`src/rtl/scl_wave_pkg.sv`:
```
package scl_wave_pkg;

  localparam int DIV_W   = 8;
  localparam int EXP_W   = 3;
  localparam int LO_LSB  = 0;
  localparam int HI_LSB  = 8;
  localparam int EXP_LSB = 16;

  typedef enum logic {
    PH_LOW  = 1'b0,
    PH_HIGH = 1'b1
  } scl_phase_e;

  typedef struct packed {
    logic [EXP_W-1:0] exp;
    logic [DIV_W-1:0] hi_div;
    logic [DIV_W-1:0] lo_div;
  } scl_cfg_t;

endpackage

```
`src/rtl/scl_cfg_reg.sv`:
```
module scl_cfg_reg
  import scl_wave_pkg::*;
#(
  parameter int EXP_MAX = 5,
  parameter int DATA_W  = 32
) (
  input  logic              clk,
  input  logic              rst_n,
  input  logic              we,
  input  logic [DATA_W-1:0] wdata,
  output scl_cfg_t          cfg
);

  localparam logic [EXP_W-1:0] EXP_CAP = EXP_W'(EXP_MAX);
  localparam int TOP_USED = EXP_LSB + EXP_W;

  function automatic scl_cfg_t decode(input logic [DATA_W-1:0] w);
    scl_cfg_t         c;
    logic [EXP_W-1:0] raw;
    raw      = w[EXP_LSB +: EXP_W];
    c.lo_div = w[LO_LSB +: DIV_W];
    c.hi_div = w[HI_LSB +: DIV_W];
    c.exp    = (raw > EXP_CAP) ? EXP_CAP : raw;
    return c;
  endfunction

  scl_cfg_t cfg_q;

  always_ff @(posedge clk or negedge rst_n) begin
    if (!rst_n)  cfg_q <= '0;
    else if (we) cfg_q <= decode(wdata);
  end

  assign cfg = cfg_q;

  logic unused_hi_bits;
  assign unused_hi_bits = ^wdata[DATA_W-1:TOP_USED];

  // each divisor field lands in its own slot
  p_field_slots_r2: assert property (@(posedge clk) disable iff (!rst_n)
    we |=> (cfg.lo_div == $past(wdata[LO_LSB +: DIV_W])) &&
           (cfg.hi_div == $past(wdata[HI_LSB +: DIV_W])));

  // oversized exponent is clamped
  p_exp_clamp_r6: assert property (@(posedge clk) disable iff (!rst_n)
    (we && (wdata[EXP_LSB +: EXP_W] > EXP_CAP)) |=> (cfg.exp == EXP_CAP));

endmodule

```
`src/rtl/scl_phase_timer.sv`:
```
module scl_phase_timer #(
  parameter int LEN_W = 14
) (
  input  logic             clk,
  input  logic             rst_n,
  input  logic             load,
  input  logic             enable,
  input  logic [LEN_W-1:0] len_in,
  output logic             at_last
);

  logic [LEN_W-1:0] cnt_q;
  logic [LEN_W-1:0] len_q;

  always_ff @(posedge clk or negedge rst_n) begin
    if (!rst_n) begin
      cnt_q <= '0;
      len_q <= LEN_W'(1);
    end else if (load) begin
      cnt_q <= '0;
      len_q <= len_in;
    end else if (enable) begin
      cnt_q <= cnt_q + LEN_W'(1);
    end
  end

  assign at_last = (cnt_q == (len_q - LEN_W'(1)));

  // the count never runs past the loaded phase length
  p_cnt_in_range_r3: assert property (@(posedge clk) disable iff (!rst_n)
    cnt_q < len_q);

  // a frozen count keeps its value
  p_cnt_frozen_r9: assert property (@(posedge clk) disable iff (!rst_n)
    (!load && !enable) |=> $stable(cnt_q));

endmodule

```
`src/rtl/scl_wave_gen.sv`:
```
module scl_wave_gen
  import scl_wave_pkg::*;
#(
  parameter int OFFSET  = 4,
  parameter int EXP_MAX = 5,
  parameter int DATA_W  = 32
) (
  input  logic              clk,
  input  logic              rst_n,
  input  logic              cfg_we,
  input  logic [DATA_W-1:0] cfg_wdata,
  input  logic              run,
  input  logic              hold,
  output logic              scl_o,
  output logic              low_end,
  output logic              high_end
);

  localparam int LEN_W = DIV_W + EXP_MAX + 1;
  localparam logic [LEN_W-1:0] MAX_LEN =
    (LEN_W'((1 << DIV_W) - 1) << EXP_MAX) + LEN_W'(OFFSET);

  // phase length = divisor scaled by the prescaler, plus the fixed offset
  function automatic logic [LEN_W-1:0] phase_len(input logic [DIV_W-1:0] div,
                                                 input logic [EXP_W-1:0] e);
    return (LEN_W'(div) << e) + LEN_W'(OFFSET);
  endfunction

  scl_cfg_t         cfg;
  scl_phase_e       phase_q, phase_nxt;
  logic             running_q;
  logic             active, advance, phase_done, at_last, load;
  logic [LEN_W-1:0] lo_len, hi_len, next_len;

  scl_cfg_reg #(
    .EXP_MAX(EXP_MAX),
    .DATA_W (DATA_W)
  ) i_cfg (
    .clk  (clk),
    .rst_n(rst_n),
    .we   (cfg_we),
    .wdata(cfg_wdata),
    .cfg  (cfg)
  );

  assign lo_len = phase_len(cfg.lo_div, cfg.exp);
  assign hi_len = phase_len(cfg.hi_div, cfg.exp);

  assign active     = running_q & run;
  assign advance    = active & ~hold;
  assign phase_done = advance & at_last;

  always_comb begin
    if (!active)         phase_nxt = PH_LOW;
    else if (phase_done) phase_nxt = (phase_q == PH_LOW) ? PH_HIGH : PH_LOW;
    else                 phase_nxt = phase_q;
  end

  assign load     = ~active | phase_done;
  assign next_len = (phase_nxt == PH_HIGH) ? hi_len : lo_len;

  scl_phase_timer #(
    .LEN_W(LEN_W)
  ) i_timer (
    .clk    (clk),
    .rst_n  (rst_n),
    .load   (load),
    .enable (advance),
    .len_in (next_len),
    .at_last(at_last)
  );

  always_ff @(posedge clk or negedge rst_n) begin
    if (!rst_n) begin
      running_q <= 1'b0;
      phase_q   <= PH_LOW;
    end else begin
      running_q <= run;
      phase_q   <= phase_nxt;
    end
  end

  assign scl_o    = ~(running_q & (phase_q == PH_LOW));
  assign low_end  = phase_done & (phase_q == PH_LOW);
  assign high_end = phase_done & (phase_q == PH_HIGH);

  // idle keeps SCL released with no strobes
  p_idle_released_r1: assert property (@(posedge clk) disable iff (!rst_n)
    !run |=> (scl_o && !low_end && !high_end));

  // strobes are mutually exclusive
  p_strobe_excl_r5: assert property (@(posedge clk) disable iff (!rst_n)
    $onehot0({low_end, high_end}));

  // end of low phase hands over to high, end of high hands over to low
  p_low_to_high_r4: assert property (@(posedge clk) disable iff (!rst_n)
    low_end |=> scl_o);
  p_high_to_low_r4: assert property (@(posedge clk) disable iff (!rst_n)
    high_end |=> !scl_o);

  // no level change inside a phase
  p_no_midphase_flip_r8: assert property (@(posedge clk) disable iff (!rst_n)
    (active && !phase_done) |=> $stable(scl_o));

  // hold freezes the level and suppresses strobes
  p_hold_freeze_r9: assert property (@(posedge clk) disable iff (!rst_n)
    (hold && active) |=> $stable(scl_o));
  p_hold_quiet_r9: assert property (@(posedge clk) disable iff (!rst_n)
    hold |-> (!low_end && !high_end));

  // the selected length never exceeds the clamped maximum
  p_len_bound_r6: assert property (@(posedge clk) disable iff (!rst_n)
    next_len <= MAX_LEN);

endmodule

```
`config.mk`:
```
export PLATFORM = sky130hd
export DESIGN_NAME = scl_wave_gen
export DESIGN_NICKNAME = d
export VERILOG_FILES = /design/src/rtl/scl_wave_pkg.sv /design/src/rtl/scl_cfg_reg.sv /design/src/rtl/scl_phase_timer.sv /design/src/rtl/scl_wave_gen.sv
export SDC_FILE = /design/constraint.sdc
export NUM_CORES = 1
export LEC_CHECK = 0
export ABC_CLOCK_PERIOD_IN_PS = 4800
export BUFFER_PORTS_ARGS = -buffer_cell sky130_fd_sc_hd__buf_2
export CAP_MARGIN = 10
export CORE_MARGIN = 8
export CORE_UTILIZATION = 55
export CTS_BUF_LIST = sky130_fd_sc_hd__clkbuf_4
export DETAILED_ROUTE_END_ITERATION = 16
export PLACE_DENSITY = 0.79
export SLEW_MARGIN = 5
export SYNTH_ARGS = -nofsm -noshare
export SYNTH_HDL_FRONTEND = slang
export SYNTH_SLANG_ARGS = --single-unit
export TNS_END_PERCENT = 30
```
`constraint.sdc`:
```
create_clock -name clk -period 4.8 [get_ports clk]
set_input_delay 1.2 -clock clk [delete_from_list [all_inputs] [get_ports clk]]
set_output_delay 1.2 -clock clk [all_outputs]
set_load 0.005 [all_outputs]
```
* Yosys cells after proc, flatten, opt, wreduce, memory -nomap -nowiden
Cells that the tools add are included.
Cells by class: add/sub/neg operators 4, $lt $le $gt $ge 1, eq/ne operators 1, shifts and indexed selects 2, mux-type cells 7, bitwise operators 11, reduce and logical (&&, ||, !) cells 1
Operator list (number):
- $mux 14 | 3
- $add 14x3->14 const B | 2
- $shl 8x3->14 | 2
- $add 14x1->14 const B | 1
- $eq 14x14->1 | 1
- $sub 14x1->14 const B | 1
- $and 1x1->1 | 6
- $not 1->1 | 4
- $gt 3x3->1 const B | 1
- $mux 1 | 3
- $mux 3 | 1
- $reduce_bool 2->1 | 1
- $or 1x1->1 | 1
Word-level totals: flip-flop bits (word level) 49, input bits 37, word-level logic and storage cells 34

* Depth between registers and ports, before layout
word-level depth 6, mapped depth 21, depth with buffers taken out 20

* Cells and area by module
Synthesis repeated with hierarchy kept, for this count alone.
Unflattened totals: cell total of the unflattened synthesis 315, area total of the unflattened synthesis 3367.0 µm²
Modules (own cells, without submodules):
- scl_phase_timer | instances 1, cells each 155, area each 1584.0 µm²
- scl_wave_gen | instances 1, cells each 116, area each 1003.5 µm²
- scl_cfg_reg | instances 1, cells each 44, area each 779.5 µm²

* Worst setup path after synthesis
OpenSTA, ideal clock, no wires.
kind in2reg, start point input port hold, end point register i_timer.len_q[10], library setup time 125 ps, arrival 4829 ps, slack -155 ps, stages 18, path buffers 0, path through and3b_1 > o2111a_1 > o211a_1 > nand4b_1 > a2111oi_4 > ha_1 > nand3b_2 > inv_2 > mux2i_1 > nor3_1 > a21oi_1 > nor2_1 > ha_1 > inv_1 > a311o_1 > nor4_1 > xor2_1 > mux2_4
On the way: cells in the longest elaborated chain, start to end 6, elaborated cells between the ends (all ways) 7, those cells by class mux (3); bitwise (4)
Ends and longest elaborated chain:
- start: declaration | line scl_wave_gen.sv:13 | input logic hold,
- $not 1->1 | line scl_wave_gen.sv:50 | assign advance = active & ~hold;
- $and 1x1->1 | line scl_wave_gen.sv:50
- $and 1x1->1 | line scl_wave_gen.sv:51 | assign phase_done = advance & at_last;
- $mux 1 | line scl_wave_gen.sv:55 | else if (phase_done) phase_nxt = (phase_q == PH_LOW) ? PH_HIGH : PH_LOW;
- $mux 1 | line scl_wave_gen.sv:54 | if (!active) phase_nxt = PH_LOW;
- net phase_nxt | line scl_wave_gen.sv:30 | scl_phase_e phase_q, phase_nxt;
- $mux 14 | line scl_wave_gen.sv:60 | assign next_len = (phase_nxt == PH_HIGH) ? hi_len : lo_len;
- end signal: assignment | line scl_phase_timer.sv:21 | len_q <= len_in;
- end: declaration | line scl_phase_timer.sv:13 | logic [LEN_W-1:0] len_q;
The timed path passes the listed nets, and every way through them passes these cells. A chain may end at the register's enable or synchronous reset.

* Worst setup path after layout
Ends and elaborated chain as after synthesis.

==> results.md <==
* Result of the run: finished, final reports clean
* Type of the worst setup path: in2reg
* Clock buffer count from CTS at 5
* Fraction of power spent switching nets at between 30% and 40%
* Htree depth at 2
* Achievable clock frequency at 216.3 MHz
* Number of antenna-violating nets in the routed design at 0
* Max rail drop VDD at 0.0002272 V
* Max Slew Vio Count at 0
* Number of warnings printed during yosys synthesis at 0
* Worst clock skew at 0.02196 ns
* FF-to-FF Start: i_timer.len_q[1]
* Pin count of the biggest net entering global routing at 50
* Input/output buffers at 26
* Vias at about 2,800
* First-pass detailed-route iteration total at 5
* Syn Area/Cell at 10.22 µm²
* Hold_sp: i_timer.len_q[13]
* Relative contribution of the clock network to total power at 22.7%
* Final core utilization at around 67%
* Setup Viol. Count Final at 0
* Net switching power figure at 0.3623 mW
* Hold Crit Endpoint: i_timer.len_q[13]
* Insertion delay of the later-clocked pin in the worst-skew pair at 0.38 ns
* Global-route congestion overflow total at 0
* Sum of negative setup slack at 0 ns
* TritonCTS clock tree: built
* Worst flop-to-flop path endpoint: i_timer.len_q[10]
* Worst Path Required at 5.06 ns
* Clk slew on worst S/H paths at ~0.13 ns
* Gpl congestion at 0.9577
* Part of the Yosys area used for sequential elements at around 36%
* Dominant cell type by area after synthesis: sky130_fd_sc_hd__dfrtp_1
* Number of different library cells in the post-synthesis netlist at 57
* Root Buffer: sky130_fd_sc_hd__clkbuf_4
* Total leakage power at roughly 1.8 nW
* Half-perimeter wire length after placement at 5895 µm
* Total die area at ~9000 µm²
* Share of post-route cells with drive strength above 1 at 33.33%
* Final number of hold-violating endpoints at 0
* Path class of the lowest-slack min-delay path: reg2reg
* Drc violations at 0
* Area share of the leading cell type in the synthesized netlist at 35.19%
* Placeable core region at 5956 µm²
* Pwr dens at 277.9 nW/µm²
* Worst Max-Slew Pin Slew at 1.049 ns
* Initial core utilization at 57.31%
* Type of element capturing the critical path: register
* FFs w/ async S/R, synth at 100.0%
* Max Fanout on Critical Path at 3
* Clock period minus final worst setup slack at 4.623 ns
* Total internal power at 0.7457 mW
* Vias/cell at 6.013
* Die W at roughly 95 µm
* Worst slew margin relative to its limit at 30.05%
* Post-detailed-routing wire length at just under 8000 µm
* Top FF cell, synth: sky130_fd_sc_hd__dfrtp_1
* Number of primary I/O pins at 40
* Gate count after technology mapping at 334
* Number of global-route vias before repair at 2,772
* Count of inserted antenna diode cells at 0
* Hold Path Stages at 1
* Type of element launching the critical path: primary input
* Fillcell total at approximately 460
* Non-filler cells in the finished layout at 465
* Flop pwr share at 45.5%
* Post-DR wirelength/cell at 16.59 µm
* FF-to-FF path depth at 20
* Violation count after the first detailed-routing iteration at 161
* Area growth from synthesis to layout at 16.83%
* Post-synthesis instance area at 3413 µm²
* Arrival time at the worst endpoint at 4.88 ns
* Total track usage at 18.23%
* Antenna violations before repair at 0
* Final #Nets at between 400 and 500
* Global-route wire length before repair at 13,160 µm
* Combinational group share of total power at between 30% and 40%
* Cts-stage hold buffer count at 0
* Top cells by area, synth: sky130_fd_sc_hd__dfrtp_1, sky130_fd_sc_hd__xor2_1, sky130_fd_sc_hd__mux2_2
* Portion of the clock cycle consumed by the worst path in the final layout at 96.32%
* Count of standard-cell rows at 28
* Flip-flop and latch count after synthesis at just under 50
* Flop-to-flop setup slack at 0.18 ns
* Placed cell count at 452
* Post-Syn Nets at 376
* Number of flops mapped to enable cells by yosys at 0
* Count of maximum capacitance violations at 0
* Largest buffer count on any clock path at 2
* Die height at 94.78 µm
* Count of clock tree sinks at 49
[metal layers]
metal / vias up / share of wire (%) / global-route usage [%]
met5: - / 0 / 0
met1: 1365 / 47 / 24.57
met2: 83 / 48 / 29.43
met3: 10 / 3.7 / 3.095
li1: 1338 / - / -
met4: 0 / 1.4 / 5.072
[stage by stage]
stage / cell area, µm² / hold slack (ns) / worst slack (ns) / power [mW]
finish: 3988 / 0.5618 / 0.1766 / 1.108
detailed placement: 3794 / 0.5348 / -0.2044 / 0.8431
global placement: 3794 / 0.5125 / -0.09877 / 0.8293
CTS: 3875 / 0.5655 / 0.01458 / 1.092
floorplan: 3420 / 0.4906 / 0.03983 / 0.7280
global route: 3988 / 0.5879 / -0.05787 / 1.168
[cells by family after synthesis]
kind of cell | after synthesis | share of synthesized area [%]
buffers and inverters | 31 | 4.509
AOI/OAI and AO/OA | 55 | 11.91
and+or+nand+nor | 112 | 18.66
adders and majority gates | 5 | 1.833
DFF | 49 | 35.96
muxes | 46 | 17.89
xor gates and xnor gates | 36 | 9.237
[worst max path at each step]
stage	cells after the start	from	to	slack (ns)
after CTS	20	i_timer.len_q[1]	i_timer.len_q[10]	0.01
after global placement	19	hold	i_timer.len_q[10]	-0.1
after floorplan	18	hold	i_timer.len_q[10]	0.04
after global routing	20	i_timer.len_q[1]	i_timer.len_q[10]	-0.06
final	19	hold	i_timer.len_q[10]	0.18
after detailed placement	19	hold	i_timer.len_q[10]	-0.20
[worst max-delay path: stages]
cell,delay (ns)
sky130_fd_sc_hd__buf_2,0.10
sky130_fd_sc_hd__and3b_1,0.22
sky130_fd_sc_hd__o2111a_1,0.22
sky130_fd_sc_hd__o211a_1,0.17
sky130_fd_sc_hd__nand4b_1,0.18
sky130_fd_sc_hd__a2111oi_4,0.37
sky130_fd_sc_hd__ha_1,0.30
sky130_fd_sc_hd__nand3b_4,0.16
sky130_fd_sc_hd__inv_2,0.11
sky130_fd_sc_hd__mux2i_2,0.09
sky130_fd_sc_hd__nor3_2,0.26
sky130_fd_sc_hd__a21oi_2,0.07
sky130_fd_sc_hd__nor2_1,0.17
sky130_fd_sc_hd__ha_2,0.19
sky130_fd_sc_hd__inv_1,0.05
sky130_fd_sc_hd__a311o_1,0.37
sky130_fd_sc_hd__nor4_4,0.27
sky130_fd_sc_hd__xor2_1,0.10
sky130_fd_sc_hd__mux2_4,0.26
[power groups by stage]
stage          registers (mW)  logic, mW  clock network [mW]
6_report                0.505      0.352               0.251
5_1_grt                 0.513      0.384               0.271
4_1_cts                 0.503      0.334               0.255
3_5_place_dp            0.511      0.332                   0
3_3_place_gp            0.509      0.320                   0
2_1_floorplan           0.494      0.234                   0
[cell type report]
type / instances / area (µm²) / area share (%)
tap: 75 / 93.84 / 2.353
sequential: 49 / 1227 / 30.78
clock inverter: 3 / 43.79 / 1.098
inverter: 15 / 56.30 / 1.412
multi-input combinational: 254 / 2110 / 52.90
clock buffer: 5 / 37.54 / 0.9413
timing repair buffer: 64 / 419.2 / 10.51
[placed cells by master, fill, tap and decap left out, types with 8 or more instances in the layout]
master and count:
sky130_fd_sc_hd__o21ai_0 12, sky130_fd_sc_hd__mux2i_1 12, sky130_fd_sc_hd__a21oi_1 12, sky130_fd_sc_hd__nor2_1 24, sky130_fd_sc_hd__nor3_1 8, sky130_fd_sc_hd__dfrtp_1 48, sky130_fd_sc_hd__xnor2_1 11, sky130_fd_sc_hd__nand2_1 22
sky130_fd_sc_hd__buf_4 37, sky130_fd_sc_hd__mux2_2 18, sky130_fd_sc_hd__buf_2 26, sky130_fd_sc_hd__inv_1 12, sky130_fd_sc_hd__mux2_4 8, sky130_fd_sc_hd__nand3_1 8, sky130_fd_sc_hd__a211oi_1 12, sky130_fd_sc_hd__xor2_1 25
[sequential cells by signal, indices dropped and copies added, names as in the netlist]
signal	cells
running_q	1
i_timer.len_q	14
phase_q	1
i_timer.cnt_q	14
i_cfg.cfg	19
[repair_timing]
action / in CTS / in global routing
gates resized for setup: 0 / 14
setup buffers: 0 / 5
endpoints found under the setup margin: 0 / 5
[Yosys cell counts (all sizes together), types with 3 or more instances]
cell,count
xnor2,11
a21oi,13
a211oi,12
xor2,25
inv,13
buf,6
o21ai,12
ha,5
mux4,7
nor2b,3
nor3,10
or3,4
dfrtp,48
nor2,24
and3,6
nor4,8
nand3,8
nand4,5
clkbuf,10
mux2,26
nand2,22
mux2i,13
or2,3
and4b,4
a31o,3
nand3b,5
Power figures use the tool's default switching activity.
